===== config.mk =====
export PLATFORM = sky130hd
export DESIGN_NAME = lcbd_chan
export DESIGN_NICKNAME = d
export VERILOG_FILES = /design/src/rtl/lcbd_pkg.sv /design/src/rtl/lcbd_pacer.sv /design/src/rtl/lcbd_csr_mux.sv /design/src/rtl/lcbd_chan.sv
export SDC_FILE = /design/constraint.sdc
export NUM_CORES = 1
export LEC_CHECK = 0
export BUFFER_PORTS_ARGS = -buffer_cell sky130_fd_sc_hd__buf_4
export CAP_MARGIN = 20
export CORE_MARGIN = 2
export CORE_UTILIZATION = 53
export CTS_CLUSTER_SIZE = 40
export DETAILED_ROUTE_END_ITERATION = 6
export GPL_TIMING_DRIVEN = 0
export PLACE_DENSITY_LB_ADDON = 0.08
export SLEW_MARGIN = 20
export SYNTH_ARGS = -nofsm -noshare
export SYNTH_HDL_FRONTEND = slang
export SYNTH_SLANG_ARGS = --single-unit

===== constraint.sdc =====
create_clock -name clk -period 3.5 [get_ports clk]
set_input_delay 1.05 -clock clk [delete_from_list [all_inputs] [get_ports clk]]
set_output_delay 1.05 -clock clk [all_outputs]
set_load 0.01 [all_outputs]

===== src/rtl/lcbd_pkg.sv =====
package lcbd_pkg;
   localparam int DATA_W    = 32;
   localparam int WORD_B    = DATA_W / 8;
   localparam int FETCH_N   = 6;

   // register byte offsets
   localparam int OFS_CS    = 'h00;
   localparam int OFS_CBA   = 'h04;
   localparam int OFS_SRC   = 'h0C;
   localparam int OFS_DST   = 'h10;
   localparam int OFS_NXT   = 'h1C;

   // control/status bit positions
   localparam int CS_RUN    = 0;
   localparam int CS_INT    = 2;
   localparam int CS_IDLE   = 4;
   localparam int CS_HELD   = 5;
   localparam int CS_ERR    = 8;
   localparam int CS_SKIP   = 30;
   localparam int CS_CLR    = 31;

   // info word bit positions
   localparam int TI_IRQ    = 0;
   localparam int TI_DINC   = 4;
   localparam int TI_DPACE  = 6;
   localparam int TI_SINC   = 8;
   localparam int TI_SPACE  = 10;
   localparam int TI_SEL    = 16;

   typedef enum logic [2:0] {
      ST_IDLE, ST_FETCH, ST_READ, ST_WRITE, ST_END
   } lcbd_state_e;

   typedef struct packed {
      logic irq_en;
      logic src_inc;
      logic dst_inc;
      logic src_pace;
      logic dst_pace;
   } lcbd_info_t;
endpackage


===== src/rtl/lcbd_pacer.sv =====
module lcbd_pacer #(
   parameter int NUM_DREQ = 16,
   parameter int SEL_W    = 4
) (
   input  logic [NUM_DREQ-1:0] dreq,
   input  logic [SEL_W-1:0]    sel,
   output logic                permit
);
   localparam int SPAN = 1 << SEL_W;

   logic [SPAN-1:0] line_ok;

   for (genvar i = 0; i < SPAN; i++) begin : g_line
      if (i < NUM_DREQ) begin : g_real
         assign line_ok[i] = dreq[i];
      end else begin : g_none
         assign line_ok[i] = 1'b0;
      end
   end

   // select 0 means unpaced: always permitted
   assign permit = (sel == '0) | line_ok[sel];
endmodule


===== src/rtl/lcbd_csr_mux.sv =====
module lcbd_csr_mux
   import lcbd_pkg::*;
#(
   parameter int REG_AW = 8
) (
   input  logic [REG_AW-1:0] addr,
   input  logic [31:0]       status,
   input  logic [31:0]       cba,
   input  logic [31:0]       src,
   input  logic [31:0]       dst,
   input  logic [31:0]       nxt,
   output logic [31:0]       rdata
);
   always_comb begin
      case (addr)
         REG_AW'(OFS_CS):  rdata = status;
         REG_AW'(OFS_CBA): rdata = cba;
         REG_AW'(OFS_SRC): rdata = src;
         REG_AW'(OFS_DST): rdata = dst;
         REG_AW'(OFS_NXT): rdata = nxt;
         default:          rdata = '0;
      endcase
   end
endmodule


===== src/rtl/lcbd_chan.sv =====
module lcbd_chan
   import lcbd_pkg::*;
#(
   parameter int NUM_DREQ = 16,
   parameter int REG_AW   = 8
) (
   input  logic                clk,
   input  logic                rst_n,
   input  logic                reg_wen,
   input  logic [REG_AW-1:0]   reg_addr,
   input  logic [31:0]         reg_wdata,
   output logic [31:0]         reg_rdata,
   output logic                mem_req,
   output logic                mem_we,
   output logic [31:0]         mem_addr,
   output logic [31:0]         mem_wdata,
   input  logic                mem_ack,
   input  logic                mem_err,
   input  logic [31:0]         mem_rdata,
   input  logic [NUM_DREQ-1:0] dreq_in,
   output logic                irq
);
   localparam int          SEL_W    = (NUM_DREQ > 1) ? $clog2(NUM_DREQ) : 1;
   localparam logic [31:0] STEP     = 32'(WORD_B);
   localparam logic [2:0]  LAST_IDX = 3'(FETCH_N - 1);

   if (NUM_DREQ < 2 || SEL_W > 16) begin : g_bad_dreq
      $error("lcbd_chan: NUM_DREQ must give a select field of 1..16 bits");
   end
   if (REG_AW < 5) begin : g_bad_aw
      $error("lcbd_chan: REG_AW too small for the register map");
   end

   lcbd_state_e      state_q;
   logic [2:0]       idx_q;
   logic             act_q, int_q, err_q, skip_q, req_q;
   logic [31:0]      cba_q, src_q, dst_q, len_q, nxt_q, data_q;
   lcbd_info_t       info_q;
   logic [SEL_W-1:0] sel_q;

   logic go, permit, pace_ok, xfer_st, issue, done, held;
   logic cs_wr, soft_clr;
   logic [31:0] status;

   assign cs_wr    = reg_wen && (reg_addr == REG_AW'(OFS_CS));
   assign soft_clr = cs_wr && reg_wdata[CS_CLR];
   assign go       = act_q && !err_q;
   assign xfer_st  = (state_q == ST_READ) || (state_q == ST_WRITE);

   lcbd_pacer #(.NUM_DREQ(NUM_DREQ), .SEL_W(SEL_W)) u_pacer (
      .dreq(dreq_in), .sel(sel_q), .permit(permit)
   );

   always_comb begin
      case (state_q)
         ST_READ:  pace_ok = !info_q.src_pace || permit;
         ST_WRITE: pace_ok = !info_q.dst_pace || permit;
         default:  pace_ok = 1'b1;
      endcase
   end

   assign issue = go && !req_q && pace_ok &&
                  ((state_q == ST_FETCH) || (xfer_st && !skip_q));
   assign done  = req_q && mem_ack;
   assign held  = go && !req_q && xfer_st && !pace_ok;

   always_ff @(posedge clk or negedge rst_n) begin
      if (!rst_n) begin
         state_q <= ST_IDLE;  idx_q  <= '0;  act_q <= 1'b0;  int_q <= 1'b0;
         err_q   <= 1'b0;     skip_q <= 1'b0; req_q <= 1'b0;
         cba_q   <= '0;  src_q <= '0;  dst_q <= '0;  len_q <= '0;
         nxt_q   <= '0;  data_q <= '0; info_q <= '0; sel_q <= '0;
      end else if (soft_clr) begin
         state_q <= ST_IDLE;  idx_q  <= '0;  act_q <= 1'b0;  int_q <= 1'b0;
         err_q   <= 1'b0;     skip_q <= 1'b0; req_q <= 1'b0;
         cba_q   <= '0;  src_q <= '0;  dst_q <= '0;  len_q <= '0;
         nxt_q   <= '0;  data_q <= '0; info_q <= '0; sel_q <= '0;
      end else begin
         // software writes first; block-end events below take precedence
         if (cs_wr) begin
            act_q <= reg_wdata[CS_RUN];
            if (reg_wdata[CS_INT]) int_q <= 1'b0;
            if (reg_wdata[CS_SKIP] && state_q != ST_IDLE) skip_q <= 1'b1;
         end
         if (reg_wen && reg_addr == REG_AW'(OFS_CBA)) cba_q <= reg_wdata;
         if (reg_wen && reg_addr == REG_AW'(OFS_NXT)) nxt_q <= reg_wdata;

         if (issue) req_q <= 1'b1;
         if (done)  req_q <= 1'b0;

         if (done && mem_err) begin
            err_q   <= 1'b1;
            act_q   <= 1'b0;
            state_q <= ST_IDLE;
         end else begin
            case (state_q)
               ST_IDLE: begin
                  skip_q <= 1'b0;
                  if (go) begin
                     state_q <= ST_FETCH;
                     idx_q   <= '0;
                  end
               end
               ST_FETCH: if (done) begin
                  case (idx_q)
                     3'd0: begin
                        info_q.irq_en   <= mem_rdata[TI_IRQ];
                        info_q.src_inc  <= mem_rdata[TI_SINC];
                        info_q.dst_inc  <= mem_rdata[TI_DINC];
                        info_q.src_pace <= mem_rdata[TI_SPACE];
                        info_q.dst_pace <= mem_rdata[TI_DPACE];
                        sel_q           <= mem_rdata[TI_SEL +: SEL_W];
                     end
                     3'd1:    src_q <= mem_rdata;
                     3'd2:    dst_q <= mem_rdata;
                     3'd3:    len_q <= mem_rdata;
                     3'd5:    nxt_q <= mem_rdata;
                     default: ;
                  endcase
                  idx_q <= idx_q + 3'd1;
                  if (idx_q == LAST_IDX)
                     state_q <= (len_q == '0) ? ST_END : ST_READ;
               end
               ST_READ: begin
                  if (skip_q && !req_q) begin
                     state_q <= ST_END;
                  end else if (done) begin
                     data_q  <= mem_rdata;
                     if (info_q.src_inc) src_q <= src_q + STEP;
                     state_q <= ST_WRITE;
                  end
               end
               ST_WRITE: begin
                  if (skip_q && !req_q) begin
                     state_q <= ST_END;
                  end else if (done) begin
                     if (info_q.dst_inc) dst_q <= dst_q + STEP;
                     if (len_q <= STEP) begin
                        len_q   <= '0;
                        state_q <= ST_END;
                     end else begin
                        len_q   <= len_q - STEP;
                        state_q <= ST_READ;
                     end
                  end
               end
               ST_END: begin
                  if (info_q.irq_en && !skip_q) int_q <= 1'b1;
                  skip_q <= 1'b0;
                  idx_q  <= '0;
                  if (nxt_q == '0) begin
                     act_q   <= 1'b0;
                     state_q <= ST_IDLE;
                  end else begin
                     cba_q   <= nxt_q;
                     state_q <= ST_FETCH;
                  end
               end
               default: state_q <= ST_IDLE;
            endcase
         end
      end
   end

   always_comb begin
      mem_addr = '0;
      case (state_q)
         ST_FETCH: mem_addr = cba_q + {27'd0, idx_q, 2'b00};
         ST_READ:  mem_addr = src_q;
         ST_WRITE: mem_addr = dst_q;
         default:  mem_addr = '0;
      endcase
   end

   assign mem_req   = req_q;
   assign mem_we    = (state_q == ST_WRITE);
   assign mem_wdata = data_q;
   assign irq       = int_q;

   always_comb begin
      status          = '0;
      status[CS_RUN]  = act_q;
      status[CS_INT]  = int_q;
      status[CS_IDLE] = !act_q && !req_q;
      status[CS_HELD] = held;
      status[CS_ERR]  = err_q;
   end

   lcbd_csr_mux #(.REG_AW(REG_AW)) u_csr (
      .addr(reg_addr), .status(status), .cba(cba_q), .src(src_q),
      .dst(dst_q), .nxt(nxt_q), .rdata(reg_rdata)
   );
endmodule


## Word level (Yosys, flattened, before mapping)

Cells that the tools add are included.

- Register bits after elaboration: 212
- Input bits: 93
- Output and inout port bits: 99
- Logic and storage cells: 203

- Add/sub/neg operators: 5
- Order comparisons: 2
- Equal/unequal tests: 30
- Muxes and demuxes: 94
- Bitwise gates (word level): 1
- Reductions and logical operators: 52

Operators with widths:

| kind | count |
|---|---|
| 32-bit two-way mux | 37 |
| 32-bit case mux with 2 select lines | 3 |
| 32-bit case mux with 5 select lines | 1 |
| 32-bit case mux with 3 select lines | 1 |
| 32-bit by 3-bit adder with 32-bit output, second input constant | 2 |
| 32-bit zero test | 2 |
| 3-bit two-way mux | 15 |
| 32-bit by 5-bit adder with 32-bit output | 1 |
| 32-bit by 3-bit <= comparator with 1-bit output, second input constant | 1 |
| 32-bit by 3-bit subtractor with 32-bit output, second input constant | 1 |
| 5-bit two-way mux | 5 |
| 1-bit two-way mux | 23 |
| 4-bit two-way mux | 5 |
| 3-bit inequality test, second input constant | 6 |
| 1-bit logical AND | 17 |
| 8-bit by 5-bit equality test with 1-bit output, second input constant | 2 |
| 3-bit case mux with 5 select lines | 1 |
| 7-bit AND reduction | 2 |
| 3-bit by 2-bit equality test with 1-bit output, second input constant | 4 |
| 4-bit AND reduction | 3 |
| 3-bit nonzero test | 4 |
| 2-bit nonzero test | 5 |
| 3-bit by 2-bit inequality test with 1-bit output, second input constant | 3 |
| 3-bit case mux with 3 select lines | 1 |
| 25 further kinds | 39 |

## Longest topological paths before layout

- Depth in word-level cells: 10
- Mapped depth: 10
- Depth with buffers taken out: 9

## Cells and area by module

Synthesis repeated with hierarchy kept, for this count alone.

- Cell total of the unflattened synthesis: 1739
- Area total of the unflattened synthesis: 14577.7 sq um

Modules (own cells, without submodules):

| module | times used | cells each | area an instance (sq um) | sequential area each (sq um) |
|---|---|---|---|---|
| lcbd_chan | 1 | 1567 | 13211.4 | 5305.1 |
| lcbd_csr_mux | 1 | 162 | 1232.4 | 0.0 |
| lcbd_pacer | 1 | 10 | 133.9 | 0.0 |

## Worst setup path before layout

No wires, ideal clock.

- Kind: input to output
- Start: input reg_addr[5]
- End: output reg_rdata[5]
- Arrival time: 2.601 ns
- Data required time: 2.450 ns
- Slack: -0.151 ns
- Cell stages on the path: 6
- Path buffers: 1
- Cells stage by stage: nor4_1 -> nand3_1 -> nor2_1 -> clkbuf_1 -> a22oi_1 -> o311ai_0

- Word-level cells in the longest chain between the ends: 2
- Elaborated cells on any way between the ends: 6
- Classes of those cells: eq/ne (4); mux (1); reduce/logical (1)

Ends and longest elaborated chain:

| item | line | RTL |
|---|---|---|
| start, declared | lcbd_chan.sv:10 | `input logic [REG_AW-1:0] reg_addr,` |
| 8-bit by 5-bit equality test with 1-bit output (tied with other cells) | lcbd_csr_mux.sv:15 | `case (addr)` |
| 32-bit case mux with 5 select lines * | lcbd_csr_mux.sv:15 |  |
| end, declared | lcbd_chan.sv:12 | `output logic [31:0] reg_rdata,` |

Mark *: on every way between the ends. The rest lies on a longest branch, timed or not.

## Final worst setup path

- Start: register cba_q[3]
- End: output mem_addr[30]

- Word-level cells in the longest chain between the ends: 2

Ends and longest elaborated chain:

| item | line | RTL |
|---|---|---|
| start, declared | lcbd_chan.sv:37 | `logic [31:0] cba_q, src_q, dst_q, len_q, nxt_q, data_q;` |
| start signal, assigned | lcbd_chan.sv:85 | `if (reg_wen && reg_addr == REG_AW'(OFS_CBA)) cba_q <= reg_wdata;` |
| start signal, assigned | lcbd_chan.sv:155 | `cba_q <= nxt_q;` |
| 32-bit by 5-bit adder with 32-bit output | lcbd_chan.sv:168 | `ST_FETCH: mem_addr = cba_q + {27'd0, idx_q, 2'b00};` |
| 32-bit case mux with 3 select lines | lcbd_chan.sv:167 | `case (state_q)` |
| end, declared | lcbd_chan.sv:15 | `output logic [31:0] mem_addr,` |

Every way passes these cells.

==> reports/qor.yml <==
p_comb_share_pct: 43.4
outcome: "complete, but fails checks"
internal_power_w: 0.00648
antenna-diode-count: 0
worst_slack_ns: -0.486
clkPwrFrac_pct: 24.4
yosys_warnings: 0
max_stage_delay_ns: 0.49
synth_ff_type: "dfrtp_1"
power.density_nw_per_um2: 656
final_max_slew_viol_count: 0
synth_top_family_by_area: "compound AO/OA/AOI/OAI gates"
violations: "negative setup slack"
ant_nets: 0
syn2layout_area_growth_pct: 26.2
syn-cell-area_um2: 14100
p_leak_nw: 7.35
dp.cells: 2292
worst_ep_arrival_time_ns: 2.94
core_area_um2: 26100
cts-hold-fix-buffers: 0
grt_remaining_overflow: 0
cts_buffers: 25
cts_num_sinks: 212
grt_max_degree: 89
vias: 17081
routed_via_density: 7.24
hold_viol: 0
slew_headroom_pct: 26.0
syn-num-nets: 1872
worstHoldPathType: "input port to async pin"
rr_worst_depth: 8
synthMuxAreaShare_pct: 3.98
max_freq_mhz: 251
portBuffers: 190
antenna_found_initial: 1
layout-drive-gt1-share_pct: 20.5
skew_ns: 0.0284
clk_latency_ns: 0.56
synth.largest_area_cell: "dfrtp_1"
final_nets: 2112
final_cells: 2358
ir_drop_mv: 0.566
clock_path_buffers: 3
first_pass_iters: 7
crit_chain: "inv_1, fa_2, nor2b_4, o21ba_2, nand4_1, nor2_2, xnor2_1, o22ai_1, buf_4"
async_flop_share_pct: 100
synth-compound-area-share_pct: 25.4
cts-root-buf: "clkbuf_16"
clk_pin_slew_worst_paths_ns: 0.06
die_h_um: 167
rsz0062_at_grt: "true"
hpwl_um: 49200
drc_errors: 0
p_seq_share_pct: 32.3
htreeDepth: 1
grt_pass1_vias: 15839
ys_ff_latch: 212
synth_top_area_share_pct: 37.6
fin_crit_ns: 3.99
post-route-period-util_pct: 114
finalSetupViolations: 51
num_rows: 59
critPathKind: "register to primary output"
synth_xor_area_share_pct: 1.74
start_util_pct: 54.1
cp_slowest_cell: "dfrtp_1"
die_area_um2: 27900
cp-start-kind: "register"
drt_wl_total_um: 68300
yosys.area_share.simple_pct: 25.2
max-cap-violations: 0
synth-edff-count: 0
path_max_fanout: 4
power_switching_share_pct: 44.5
seq_area_frac_synth_pct: 37.6
post_synth_fa_ha_maj_area_fraction_pct: 1.30
syn_inst: 1765
yosysMostFrequentCell: "nand2_1"
place_congestion: 1.05
ys_types: 79
ys_top_cells_by_area: "dfrtp_1 (38%), nand2_1 (7.6%), nor2_1 (4.8%)"
cp-end-kind: "primary output"
routedWlPerCell_um: 29.0
placed_area_um2: 16000
drt-initial-drc-count: 2819
power_switching_w: 0.00519
cts_tree: "yes"
worst_ep_required_time_ns: 2.45
final_area_um2: 17800
worstMarginPinSlew_ns: 1.11
grt_use_total_pct: 46.3
io_pins: 192
die_w_um: 167
yosys-top-cells-count: "nand2_1 (284), dfrtp_1 (212), nor2_1 (182)"
syn_avg_cell_area_um2: 7.99
grt_pass1_wl_um: 98900
final.setup.tns_ns: -7.58
[layout make-up]
class / count / area (um2)
flip-flops and latches: 212 / 5310
plain buffers: 140 / 658
multi-input cells: 1381 / 8570
well taps: 335 / 419
inverters: 23 / 91.3
fillers: 2164 / 8270
clock inverters: 8 / 144
repair buffers: 222 / 1870
clock buffers: 37 / 721
[per-layer routing]
layer  vias to the layer above  global-route usage [%]  part of all wire, %
li1                       7065                       -                    -
met2                      1515                    66.9                   41
met5                         -                       0                0.019
met3                       340                    14.5                   15
met4                         2                    27.1                  7.6
met1                      8159                    61.3                   36
[what timing repair did]
item | 4_1_cts | 5_1_grt
setup buffers | 12 | 16
gates cloned | 1 | 2
pin swaps | 16 | 22
gates resized for setup | 108 | 78
setup endpoints to repair | 78 | 91
hold endpoints to repair | 0 | 0
[power groups by stage]
stage,logic [W],clock network [W],registers (W)
after global placement,0.00457,0,0.00372
final,0.00506,0.00284,0.00377
after global routing,0.00531,0.00291,0.00377
after detailed placement,0.00465,0,0.00372
after floorplan,0.00279,0,0.00342
after CTS,0.00473,0.00282,0.00369
[kinds of logic after synthesis]
group / after synthesis
AOI/OAI and AO/OA: 526
xor gates and xnor gates: 28
adders and majority gates: 14
buffers and inverters: 173
DFF: 212
muxes: 53
and+or+nand+nor: 759
[worst max-delay path, delay by kind of cell (launching register included)]
family,cells,cell delay [ns]
AO/OA/AOI/OAI,2,0.52
XOR/XNOR,1,0.07
buffers and inverters,2,0.32
flip-flops,1,0.49
AND/OR/NAND/NOR,3,0.59
adder cells (fa/ha/maj),1,0.41
[per-stage QoR]
stage	power [W]	setup WS [ns]	hold slack (ns)	util [%]
after floorplan	0.00622	0.0525	0.449	-
after global placement	0.00828	-0.801	0.461	61.2
after detailed placement	0.00837	-0.836	0.482	61.5
after CTS	0.0112	-0.403	0.393	66.5
after global routing	0.0120	-0.505	0.407	68.3
final	0.0117	-0.486	0.388	68.3
[path summary, 6_finish.rpt]
path,from,end,slack (ns)
max,cba_q[3],mem_addr[30],-0.49
min,rst_n,sel_q[0],0.39
max reg2reg,state_q[0],dst_q[14],0.01
min reg2reg,info_q[4],info_q[4],0.53
max in group asynchronous,rst_n,dst_q[18],1.90
min in group clk,info_q[4],info_q[4],0.53
[flip-flops by register name, indices dropped and copies added (netlist names), 4 cells and up]
register   flops
dst_q         32
info_q         5
len_q         32
nxt_q         32
sel_q          4
src_q         32
mem_wdata     32
cba_q         32
[placed cells by master (no fill, tap or decap), drive strengths merged, types with 6 or more instances in the layout]
| cell | count |
|---|---|
| a31oi | 15 |
| o31ai | 20 |
| a311oi | 68 |
| and3 | 21 |
| nand4 | 25 |
| and4 | 6 |
| nand3 | 111 |
| inv | 23 |
| xor2 | 13 |
| nor3b | 8 |
| nor4 | 29 |
| or2 | 10 |
| buf | 262 |
| o221ai | 6 |
| a21oi | 118 |
| clkbuf | 137 |
| nor3 | 36 |
| nand2 | 284 |
| a22oi | 78 |
| a211oi | 20 |
| o41ai | 9 |
| dfrtp | 212 |
| or3 | 10 |
| nand3b | 8 |
| o21ai | 87 |
| o211ai | 8 |
| ha | 13 |
| o22ai | 33 |
| a32o | 6 |
| nand2b | 9 |
| nor2 | 182 |
| a221oi | 6 |
| xnor2 | 15 |
| mux2i | 47 |
| nor2b | 6 |
No activity file was read; power rests on OpenSTA's default activity.
